--- src/rtl/rtc_cal_pkg.sv ---
package rtc_cal_pkg;

  localparam int SEC_W  = 6;
  localparam int MIN_W  = 6;
  localparam int HR_W   = 5;
  localparam int DAY_W  = 5;
  localparam int MON_W  = 4;
  localparam int YEAR_W = 8;

  // bit positions software decodes
  localparam int SEC_LSB   = 0;
  localparam int MIN_LSB   = 8;
  localparam int HR_LSB    = 16;
  localparam int DAY_LSB   = 0;
  localparam int MON_LSB   = 8;
  localparam int YEAR_LSB  = 16;
  localparam int LEAP_BIT  = 24;
  localparam int TBUSY_BIT = 8;
  localparam int DBUSY_BIT = 7;

  localparam int OFF_CTRL = 0;
  localparam int OFF_DATE = 4;
  localparam int OFF_TIME = 8;

  localparam int LAST_SEC  = 59;
  localparam int LAST_MIN  = 59;
  localparam int LAST_HR   = 23;
  localparam int LAST_MON  = 12;

  typedef struct packed {
    logic [HR_W-1:0]  hr;
    logic [MIN_W-1:0] mn;
    logic [SEC_W-1:0] sc;
  } clk_time_t;

  typedef struct packed {
    logic              leap;
    logic [YEAR_W-1:0] yr;
    logic [MON_W-1:0]  mo;
    logic [DAY_W-1:0]  dy;
  } clk_date_t;

  function automatic logic [DAY_W-1:0] days_in(input logic [MON_W-1:0] mo,
                                                input logic leap);
    logic [DAY_W-1:0] n;
    case (mo)
      4'd2:                   n = leap ? DAY_W'(29) : DAY_W'(28);
      4'd4, 4'd6, 4'd9, 4'd11: n = DAY_W'(30);
      default:                n = DAY_W'(31);
    endcase
    return n;
  endfunction

  function automatic logic [31:0] time_to_word(input clk_time_t t);
    logic [31:0] w;
    w = '0;
    w[SEC_LSB +: SEC_W] = t.sc;
    w[MIN_LSB +: MIN_W] = t.mn;
    w[HR_LSB  +: HR_W]  = t.hr;
    return w;
  endfunction

  function automatic clk_time_t word_to_time(input logic [31:0] w);
    clk_time_t t;
    t.sc = w[SEC_LSB +: SEC_W];
    t.mn = w[MIN_LSB +: MIN_W];
    t.hr = w[HR_LSB  +: HR_W];
    return t;
  endfunction

  function automatic logic [31:0] date_to_word(input clk_date_t d);
    logic [31:0] w;
    w = '0;
    w[DAY_LSB  +: DAY_W]  = d.dy;
    w[MON_LSB  +: MON_W]  = d.mo;
    w[YEAR_LSB +: YEAR_W] = d.yr;
    w[LEAP_BIT]           = d.leap;
    return w;
  endfunction

  function automatic clk_date_t word_to_date(input logic [31:0] w);
    clk_date_t d;
    d.dy   = w[DAY_LSB  +: DAY_W];
    d.mo   = w[MON_LSB  +: MON_W];
    d.yr   = w[YEAR_LSB +: YEAR_W];
    d.leap = w[LEAP_BIT];
    return d;
  endfunction

endpackage

--- src/rtl/rtc_commit.sv ---
module rtc_commit #(
  parameter int W     = 32,
  parameter int TICKS = 1
) (
  input  logic         clk,
  input  logic         rst_n,
  input  logic         wr_en,
  input  logic [W-1:0] wr_data,
  input  logic         tick,
  output logic         busy,
  output logic         commit,
  output logic [W-1:0] hold
);
  localparam int CW = (TICKS < 2) ? 1 : $clog2(TICKS + 1);

  logic [CW-1:0] left_q;
  logic          last_tick;

  assign last_tick = (left_q == CW'(1));
  assign commit    = busy && tick && !wr_en && last_tick;

  always_ff @(posedge clk) begin
    if (!rst_n) begin
      busy   <= 1'b0;
      left_q <= '0;
      hold   <= '0;
    end else if (wr_en) begin
      busy   <= 1'b1;
      left_q <= CW'(TICKS);
      hold   <= wr_data;
    end else if (busy && tick) begin
      if (last_tick) begin
        busy   <= 1'b0;
        left_q <= '0;
      end else begin
        left_q <= left_q - CW'(1);
      end
    end
  end
endmodule

--- src/rtl/rtc_time_cnt.sv ---
module rtc_time_cnt
  import rtc_cal_pkg::*;
(
  input  logic      clk,
  input  logic      rst_n,
  input  logic      tick,
  input  logic      load,
  input  clk_time_t load_val,
  output clk_time_t cur,
  output logic      day_carry
);
  logic sec_end, min_end, hr_end;

  assign sec_end   = cur.sc >= SEC_W'(LAST_SEC);
  assign min_end   = cur.mn >= MIN_W'(LAST_MIN);
  assign hr_end    = cur.hr >= HR_W'(LAST_HR);
  assign day_carry = tick && !load && sec_end && min_end && hr_end;

  always_ff @(posedge clk) begin
    if (!rst_n) begin
      cur <= '0;
    end else if (tick) begin
      if (load) begin
        cur <= load_val;
      end else if (!sec_end) begin
        cur.sc <= cur.sc + SEC_W'(1);
      end else begin
        cur.sc <= '0;
        if (!min_end) begin
          cur.mn <= cur.mn + MIN_W'(1);
        end else begin
          cur.mn <= '0;
          cur.hr <= hr_end ? '0 : cur.hr + HR_W'(1);
        end
      end
    end
  end
endmodule

--- src/rtl/rtc_date_cnt.sv ---
module rtc_date_cnt
  import rtc_cal_pkg::*;
(
  input  logic      clk,
  input  logic      rst_n,
  input  logic      load,
  input  clk_date_t load_val,
  input  logic      adv,
  output clk_date_t cur
);
  logic [DAY_W-1:0] month_len;
  logic             day_end, mon_end;

  assign month_len = days_in(cur.mo, cur.leap);
  assign day_end   = cur.dy >= month_len;
  assign mon_end   = cur.mo >= MON_W'(LAST_MON);

  always_ff @(posedge clk) begin
    if (!rst_n) begin
      cur.leap <= 1'b0;
      cur.yr   <= '0;
      cur.mo   <= MON_W'(1);
      cur.dy   <= DAY_W'(1);
    end else if (load) begin
      cur <= load_val;
    end else if (adv) begin
      if (!day_end) begin
        cur.dy <= cur.dy + DAY_W'(1);
      end else begin
        cur.dy <= DAY_W'(1);
        if (!mon_end) begin
          cur.mo <= cur.mo + MON_W'(1);
        end else begin
          cur.mo <= MON_W'(1);
          cur.yr <= cur.yr + YEAR_W'(1);
        end
      end
    end
  end
endmodule

--- src/rtl/rtc_calendar.sv ---
module rtc_calendar
  import rtc_cal_pkg::*;
#(
  parameter int ADDR_W       = 4,
  parameter int COMMIT_TICKS = 1
) (
  input  logic              clk,
  input  logic              rst_n,
  input  logic              tick_1hz,
  input  logic              reg_wen,
  input  logic [ADDR_W-1:0] reg_addr,
  input  logic [31:0]       reg_wdata,
  output logic [31:0]       reg_rdata
);
  localparam logic [ADDR_W-1:0] A_CTRL = ADDR_W'(OFF_CTRL);
  localparam logic [ADDR_W-1:0] A_DATE = ADDR_W'(OFF_DATE);
  localparam logic [ADDR_W-1:0] A_TIME = ADDR_W'(OFF_TIME);
  localparam int NCH = 2; // channel 0 = time, 1 = date

  logic [NCH-1:0]       ch_wr, ch_busy, ch_commit;
  logic [NCH-1:0][31:0] ch_hold;

  assign ch_wr[0] = reg_wen && (reg_addr == A_TIME);
  assign ch_wr[1] = reg_wen && (reg_addr == A_DATE);

  for (genvar g = 0; g < NCH; g++) begin : g_ch
    rtc_commit #(.W(32), .TICKS(COMMIT_TICKS)) u_commit (
      .clk     (clk),
      .rst_n   (rst_n),
      .wr_en   (ch_wr[g]),
      .wr_data (reg_wdata),
      .tick    (tick_1hz),
      .busy    (ch_busy[g]),
      .commit  (ch_commit[g]),
      .hold    (ch_hold[g])
    );
  end

  // named events for the checker
  logic        time_busy, date_busy, time_commit, date_commit, day_carry;
  logic [31:0] time_now_w, date_now_w, time_hold_w, date_hold_w;
  clk_time_t   time_now;
  clk_date_t   date_now;

  assign time_busy   = ch_busy[0];
  assign date_busy   = ch_busy[1];
  assign time_commit = ch_commit[0];
  assign date_commit = ch_commit[1];

  rtc_time_cnt u_time (
    .clk       (clk),
    .rst_n     (rst_n),
    .tick      (tick_1hz),
    .load      (time_commit),
    .load_val  (word_to_time(ch_hold[0])),
    .cur       (time_now),
    .day_carry (day_carry)
  );

  rtc_date_cnt u_date (
    .clk      (clk),
    .rst_n    (rst_n),
    .load     (date_commit),
    .load_val (word_to_date(ch_hold[1])),
    .adv      (day_carry),
    .cur      (date_now)
  );

  assign time_now_w  = time_to_word(time_now);
  assign date_now_w  = date_to_word(date_now);
  assign time_hold_w = time_to_word(word_to_time(ch_hold[0]));
  assign date_hold_w = date_to_word(word_to_date(ch_hold[1]));

  always_comb begin
    reg_rdata = '0;
    case (reg_addr)
      A_CTRL: begin
        reg_rdata[TBUSY_BIT] = time_busy;
        reg_rdata[DBUSY_BIT] = date_busy;
      end
      A_DATE:  reg_rdata = date_now_w;
      A_TIME:  reg_rdata = time_now_w;
      default: reg_rdata = '0;
    endcase
  end
endmodule

--- config.mk ---
export PLATFORM = sky130hd
export DESIGN_NAME = rtc_calendar
export DESIGN_NICKNAME = d
export VERILOG_FILES = /design/src/rtl/rtc_cal_pkg.sv /design/src/rtl/rtc_commit.sv /design/src/rtl/rtc_time_cnt.sv /design/src/rtl/rtc_date_cnt.sv /design/src/rtl/rtc_calendar.sv
export SDC_FILE = /design/constraint.sdc
export NUM_CORES = 1
export LEC_CHECK = 0
export CORE_UTILIZATION = 25
export DETAILED_ROUTE_END_ITERATION = 6
export DONT_BUFFER_PORTS = 1
export SLEW_MARGIN = 30
export SYNTH_ARGS = -nofsm -noshare
export SYNTH_HDL_FRONTEND = slang
export SYNTH_SLANG_ARGS = --single-unit
export TNS_END_PERCENT = 20
--- constraint.sdc ---
create_clock -name clk -period 3 [get_ports clk]
set_clock_uncertainty 0.1 [all_clocks]
set_input_delay 0.6 -clock clk [delete_from_list [all_inputs] [get_ports clk]]
set_output_delay 0.6 -clock clk [all_outputs]
set_load 0.03 [all_outputs]
**Word-level counts from Yosys, hierarchy flattened**

Cells that the tools add are included.
Widths: inputs -> output; s select.

- Word-level logic and storage cells: 94
- Bits in registers: 85
- Output and inout bits: 32

- Equality and inequality tests: 7
- Order comparisons: 5
- $add $sub $neg: 8
- Multiplexer cells: 29
- Reductions and logical operators: 32

Operators by type and width:

| kind | count |
|---|---|
| $mux 17 | 3 |
| $pmux 16 s2 | 1 |
| $reduce_bool 2->1 | 9 |
| $mux 5 | 3 |
| $mux 1 | 13 |
| $add 6x1->6 const B | 2 |
| $eq 4x3->1 const B | 3 |
| $eq 4x4->1 const B | 3 |
| $ge 6x6->1 const B | 2 |
| $logic_and 1x1->1 | 12 |
| $mux 12 | 1 |
| $mux 6 | 2 |
| $pmux 6 s2 | 1 |
| $mux 11 | 1 |
| $add 5x1->5 const B | 2 |
| $pmux 5 s2 | 1 |
| $add 8x1->8 const B | 1 |
| $mux 8 | 1 |
| $reduce_and 2->1 | 4 |
| $pmux 2 s3 | 1 |
| $reduce_and 3->1 | 2 |
| $ge 5x5->1 | 1 |
| $ge 5x5->1 const B | 1 |
| $add 4x1->4 const B | 1 |
| 7 further kinds | 10 |

**Depth between registers and ports, before layout**

Gate-level depths: netlist of the first run.

- Depth after elaboration: 12
- Gate-level depth with buffers: 12
- Depth with buffers taken out: 11

**Hierarchy**

From an unflattened synthesis of the first run, not the netlist that was laid out.

- Cells, all modules: 555
- Area, all modules: 5342.6 um^2

By module, submodules not included:

| module | sequential area each (um^2) | times used | cells an instance | area each (um^2) |
|---|---|---|---|---|
| rtc_commit | 680.7 | 2 | 110 | 1322.5 |
| rtc_date_cnt | 360.3 | 1 | 155 | 1218.7 |
| rtc_time_cnt | 340.3 | 1 | 137 | 1114.8 |
| rtc_calendar | 0.0 | 1 | 43 | 364.1 |

**Worst setup path after synthesis of the first run**

OpenSTA, ideal clock, no wires.

- Kind: input -> output
- From: input port reg_addr[3]
- To: output port reg_rdata[10]
- Buffers on the path: 1
- Required time: 2.300 ns
- Data arrival time: 2.038 ns
- Stages on the path: 3
- Slack: 0.262 ns
- Path through: nor4b_1 -> clkbuf_1 -> a22o_1

- Longest elaborated chain between the ends: 2
- Elaborated cells between the ends (all ways): 3
- Classes of those cells: eq/ne (2); mux (1)

Ends and longest elaborated chain:

| what | RTL line | source |
|---|---|---|
| from (decl) | rtc_calendar.sv:11 | `input logic [ADDR_W-1:0] reg_addr,` |
| $eq 4x4->1 / $eq 4x3->1 (equally long branches) | rtc_calendar.sv:76 | `case (reg_addr)` |
| $pmux 16 s2 (*) | rtc_calendar.sv:76 |  |
| to (decl) | rtc_calendar.sv:13 | `output logic [31:0] reg_rdata` |

Mark *: on every way between the ends. The rest lies on a longest branch, timed or not.

**Worst setup path after layout of the first run**

- From: register u_date.cur[5] (netlist name)
- To: register u_date.cur[9] (netlist name)

- Longest elaborated chain between the ends: 6
- Elaborated cells between the ends (all ways): 12
- Classes of those cells: order compare (2); eq/ne (5); mux (1); reduce/logical (4)

Ends and longest elaborated chain:

| what | RTL line | source |
|---|---|---|
| from (decl) | rtc_date_cnt.sv:9 | `output clk_date_t cur` |
| from (signal assigned) | rtc_date_cnt.sv:25 | `cur <= load_val;` |
| $eq 4x3->1 / $eq 4x4->1 (equally long branches) | rtc_cal_pkg.sv:46 | `case (mo)` |
| $reduce_or 4->1 | rtc_cal_pkg.sv:46 |  |
| $pmux 5 s2 | rtc_cal_pkg.sv:46 |  |
| $ge 5x5->1 | rtc_date_cnt.sv:15 | `assign day_end = cur.dy >= month_len;` |
| $reduce_bool 2->1 (no source line) | - |  |
| $reduce_and 3->1 (no source line) (*) | - |  |

Marked as above.
A chain may end at the register's enable or synchronous reset.

==> metrics.yaml, run 1 <==
layout.area.seq_um2: 1480
stdcell_count: 691
drtIter0Drc: 225
hold_class: "input port to flop"
yosysTopAreaCellShare: 0.383
reg2regPathDepth: 11
hpwlAfterDp_mm: 8.27
yosys_warnings: 0
worstHoldStart: "tick_1hz"
syn_inst: 504
port_buffers: 0
hold_viol_final: 0
ys_ff_latch: 74
r2r_slack_ns: 0.26
die_y_um: 126
async_flop_share: 0
cp-end-kind: "flop"
min_to: "u_time.cur[5]"
status: "finished clean"
grt_pass1_vias: 3460
drc: 0
fmax_ghz: 0.365
first_pass_iters: 4
setup_ws_ns: 0.261
period_minus_slack_ns: 2.74
cp_slowest_cell: "or4_1"
crit_chain: "inv_1 -> ha_1 -> o21ai_0 -> o21ai_0 -> o21ai_0 -> ha_1 -> nand2b_1 -> a21o_1 -> nand2_1 -> or4_1 -> a311oi_1"
htree_levels: 3
grt_max_degree: 38
cts.clk_slew.worst_paths_ns: 0.06
antenna_found_initial: 0
finalHoldWorstSlack_ns: 0.245
hold_depth: 1
grt_usage: 0.145
cts_buffers: 9
netlist_area_um2: 3870
cts_hold_buf: 0
crit_type: "flop to flop"
root_buffer: "clkbuf_16"
fillers: 1577
crit_arrival_ns: 2.89
ys_seq_area_frac: 0.383
worst_pin_slew_ns: 0.760
dp_cells: 675
mostFrequentLayoutCell: "nand2_1"
start_kind: "flop"
cts.sinks: 74
start_util: 0.256
dieWidth_um: 126
crit_path_frequent_cell: "o21ai_0"
rsz0062_at_grt: "false"
critical_path.max_fanout: 6
viasPerCell: 5.26
min_period_over_period: 0.913
synth_cell_types: 57
detail_route.wl_per_cell_um: 16.5
post_cts_buffers: 0
ir_drop_uv: 238
synthFlopType: "dfxtp_1"
regToRegStartpoint: "u_date.cur[5]"
syn_to_final_growth_pct: 12.9
layout-drive-gt1-share: 0.0775
drv_slew: 0
num_antenna_cells: 0
tns_ns: 0
ctsResizeCount: 0
required_ns: 3.15
die_area_um2: 16000
coreArea_um2: 15100
drtAntennaViolNets: 0
critPathMaxStageDelay_ns: 0.54
synth-edff-count: 0
r2r_end: "u_date.cur[9]"
overflow: 0
max_slew_margin: 0.493
setup_viol: 0
gp_congestion: 0.851
leakagePower_nw: 1.49
power.density_nw_per_um2: 500
maxCapViolCount: 0
wl_mm: 11.4
fp-row-count: 45
multi_input_area_um2: 2200
worstSkewPairLatency_ns: 0.34
cts_tree: "yes"
layout_common_cells: "nand2_1 (92), dfxtp_1 (74), a21oi_1 (63), o21ai_0 (35), nor2_1 (18)"
fin_nets: 549
synth_area_per_cell_um2: 7.68
synth_area_leaders: "dfxtp_1 (38%), nand2_1 (8.9%), a21oi_1 (8.3%)"
yosysTopAreaCell: "dfxtp_1"
grt_pass1_wl_mm: 18.0
cts_buffer_depth: 2
via_count: 3632
place_ws_ns: 0.271
io-pin-count: 72
[state kept, by name, indices dropped and copies added, names as in the netlist]
register and cells:
g_ch.u_commit.last_tick 2, u_time.cur 17, g_ch.u_commit.busy 2, u_date.cur 18, g_ch.u_commit.hold 35
[worst max path at each step]
stage,startpoint,end,cells after the start
6_report,u_date.cur[5],u_date.cur[9],11
5_1_grt,u_date.cur[5],u_date.cur[9],11
4_1_cts,u_date.cur[5],u_date.cur[9],11
3_5_place_dp,u_date.cur[5],u_date.cur[9],11
3_3_place_gp,u_date.cur[5],u_date.cur[9],11
2_1_floorplan,reg_addr[3],reg_rdata[10],3
[critical path: cells and delay by family (launching register included)]
kind            cells  cell delay, ns
compound gates      5            0.84
fa+ha+maj           2            0.35
buf+inv             1            0.11
flops               1            0.43
simple gates        3            0.81
[metrics by stage]
step	util	cell area, um^2	power, mW
after global placement	0.269	4070	1.10
after floorplan	-	3910	1.10
after CTS	0.289	4370	2.19
after global routing	0.289	4370	2.25
final	0.289	4370	2.18
after detailed placement	0.269	4070	1.11
[layer usage]
metal  GRT usage  up-vias  share of wire
met4      0.0510        0          0.018
met2       0.246       83           0.48
li1            -     1793              -
met1       0.171     1735           0.44
met3      0.0456       21          0.055
met5           0        -              0
[logic make-up after synthesis]
group | after synthesis | share of synthesized area
adders and majority gates | 11 | 0.0356
DFF | 74 | 0.383
buffers and inverters | 52 | 0.0604
muxes | 1 | 0.00259
other | 1 | 0.000969
xor gates and xnor gates | 2 | 0.00453
and+or+nand+nor | 193 | 0.240
AOI/OAI and AO/OA | 170 | 0.273
[power breakdown]
group          internal [mW]  leakage, nW  switching [mW]
Clock                  0.689        0.147           0.410
Combinational         0.0244        0.748          0.0567
Sequential             0.995        0.598         0.00994
Total                   1.71         1.49           0.476
[area by class of cell]
cell class              count  area share
clock buffers              14      0.0604
clock inverters             2     0.00802
inverters                  12      0.0103
multi-input cells         387       0.504
flip-flops and latches     74       0.339
well taps                 188      0.0538
repair buffers             14      0.0240
[synthesized netlist by cell type (3+ instances only)]
cell type and number:
a211oi_1 5, a21oi_1 64, a221oi_1 3, a22o_1 13, a31oi_1 14, and2_1 11, and3_1 7, buf_1 4
buf_4 10, clkbuf_1 25, dfxtp_1 74, ha_1 11, inv_1 12, nand2_1 92, nand2b_1 3, nand3_1 12
nand3b_1 3, nand4_1 7, nand4b_1 3, nor2_1 18, nor2b_1 4, nor3_1 18, o211ai_1 3, o21ai_0 35
o311ai_0 3, o31ai_1 7, o32ai_1 3, or4_1 4
No activity file was read; power rests on OpenSTA's default activity.
==> run 2, diff against run 1 <==
clock period = 3.14 ns   (was 3 ns; I/O delays follow)
==> run 2 against run 1 <==
Net effect: combinational power decreased by 5.8%; utilization increased by 0.17 points; first-iteration DRC count increased by 48%; worst setup slack improved by 0.00082 ns; worst hold slack improved by 0.034 ns; power increased by 0.32%; critical path depth increased by 1; maximum frequency decreased by 4.8%; critical path type unchanged.
==> metrics.yaml, run 2 (synthesis results as in run 1) <==
fp-row-count: 45
cts.clk_slew.worst_paths_ns: 0.06
drv_slew: 0
startpoint: "u_date.cur[5]"
gp_congestion: 0.862
wl_mm: 11.2
reg_top3: "g_ch.u_commit.hold: 35 flops, u_date.cur: 18 flops, u_time.cur: 17 flops"
syn_to_final_growth_pct: 13.5
viasPerCell: 5.32
fin_nets: 547
dieWidth_um: 126
cts_hold_buf: 0
drtAntennaViolNets: 0
crit_type: "flop to flop"
cts_buffer_depth: 2
coreArea_um2: 15100
start_util: 0.256
regToRegStartpoint: "u_date.cur[5]"
setup_ws_ns: 0.262
period_minus_slack_ns: 2.88
worstHoldStart: "tick_1hz"
grt_max_degree: 38
die_area_um2: 16000
antenna_found_initial: 0
overflow: 0
layout_common_cells: "nand2_1 (92), dfxtp_1 (74), a21oi_1 (63), o21ai_0 (35), nor2_1 (18)"
ir_drop_uv: 225
critical_path.max_fanout: 8
leakagePower_nw: 1.50
mostFrequentLayoutCell: "nand2_1"
port_buffers: 0
dp_cells: 673
cts.sinks: 74
drtIter0Drc: 332
min_period_over_period: 0.917
fmax_ghz: 0.347
layout-drive-gt1-share: 0.0798
grt_usage: 0.143
maxCapViolCount: 0
die_y_um: 126
stdcell_count: 689
setup_viol: 0
rsz0062_at_grt: "false"
largest_register_ffs: 35
cts_buffers: 9
cp-end-kind: "flop"
start_kind: "flop"
io-pin-count: 72
power.density_nw_per_um2: 498
grt_pass1_wl_mm: 17.8
worst_pin_slew_ns: 0.759
ctsResizeCount: 0
cts_tree: "yes"
via_count: 3666
drc: 0
worstSkewPairLatency_ns: 0.34
post_cts_buffers: 0
required_ns: 3.26
hpwlAfterDp_mm: 8.12
tns_ns: 0
hold_viol_final: 0
detail_route.wl_per_cell_um: 16.3
grt_pass1_vias: 3470
place_ws_ns: 0.232
largest_register: "g_ch.u_commit.hold"
first_pass_iters: 5
root_buffer: "clkbuf_16"
status: "finished clean"
htree_levels: 3
hold_class: "input port to flop"
crit_arrival_ns: 3.00
num_antenna_cells: 0
max_slew_margin: 0.494
fillers: 1587
-- run 2: cell types whose count changed in the layout (fill, tap and decap cells not counted) --
cell,change
clkbuf_1,-3
buf_4,-2
bufinv_16,+1
clkbuf_8,+1
clkinvlp_4,+1
-- run 2: path summary, 6_finish.rpt --
path	depth (start not counted)	to	slack, ns
setup reg to reg	12	u_date.cur[5]	0.26
hold reg to reg	2	g_ch[1].u_commit.hold[18]	0.35
hold / removal	1	u_time.cur[0]	0.28
setup / recovery	12	u_date.cur[5]	0.26
-- run 2: power breakdown --
part / switching [mW] / leakage, nW / internal [mW] / total (mW)
Combinational: 0.0538 / 0.739 / 0.0225 / 0.0764
Clock: 0.396 / 0.165 / 0.759 / 1.15
Sequential: 0.00945 / 0.598 / 0.950 / 0.960
-- run 2: metal layers --
layer	routed length, um	share of wire	up-vias	track usage
li1	-	-	1788	-
met1	4920	0.44	1776	0.170
met2	5410	0.48	78	0.238
met3	575	0.051	24	0.0342
met4	337	0.030	0	0.0773
met5	0	0	-	0
-- run 2: metrics by stage --
stage / total power [mW] / hold WS (ns) / utilization / instance area [um^2]
2_1_floorplan: 1.06 / 0.332 / - / 3910
3_3_place_gp: 1.05 / 0.341 / 0.268 / 4060
3_5_place_dp: 1.06 / 0.343 / 0.268 / 4060
4_1_cts: 2.20 / 0.271 / 0.290 / 4400
5_1_grt: 2.25 / 0.277 / 0.290 / 4400
6_report: 2.19 / 0.279 / 0.290 / 4400
-- run 2: critical path, cell delays in order, from the launching register on --
cell      delay, ns
dfxtp_1        0.45
inv_1          0.12
ha_1           0.23
o21ai_0        0.14
o21ai_0        0.09
o21ai_0        0.17
ha_1           0.25
nand2b_1       0.15
a21o_1         0.24
nand2_1        0.23
buf_4          0.21
nor3_1         0.06
o311ai_0       0.33
-- run 2: layout make-up --
cell class | count | area, um^2 | share of cell area
clock buffers | 12 | 267 | 0.0606
inverters | 12 | 45.0 | 0.0102
flip-flops and latches | 74 | 1480 | 0.337
repair buffers | 12 | 90.1 | 0.0205
well taps | 188 | 235 | 0.0535
multi-input cells | 387 | 2200 | 0.502
clock inverters | 4 | 72.6 | 0.0165
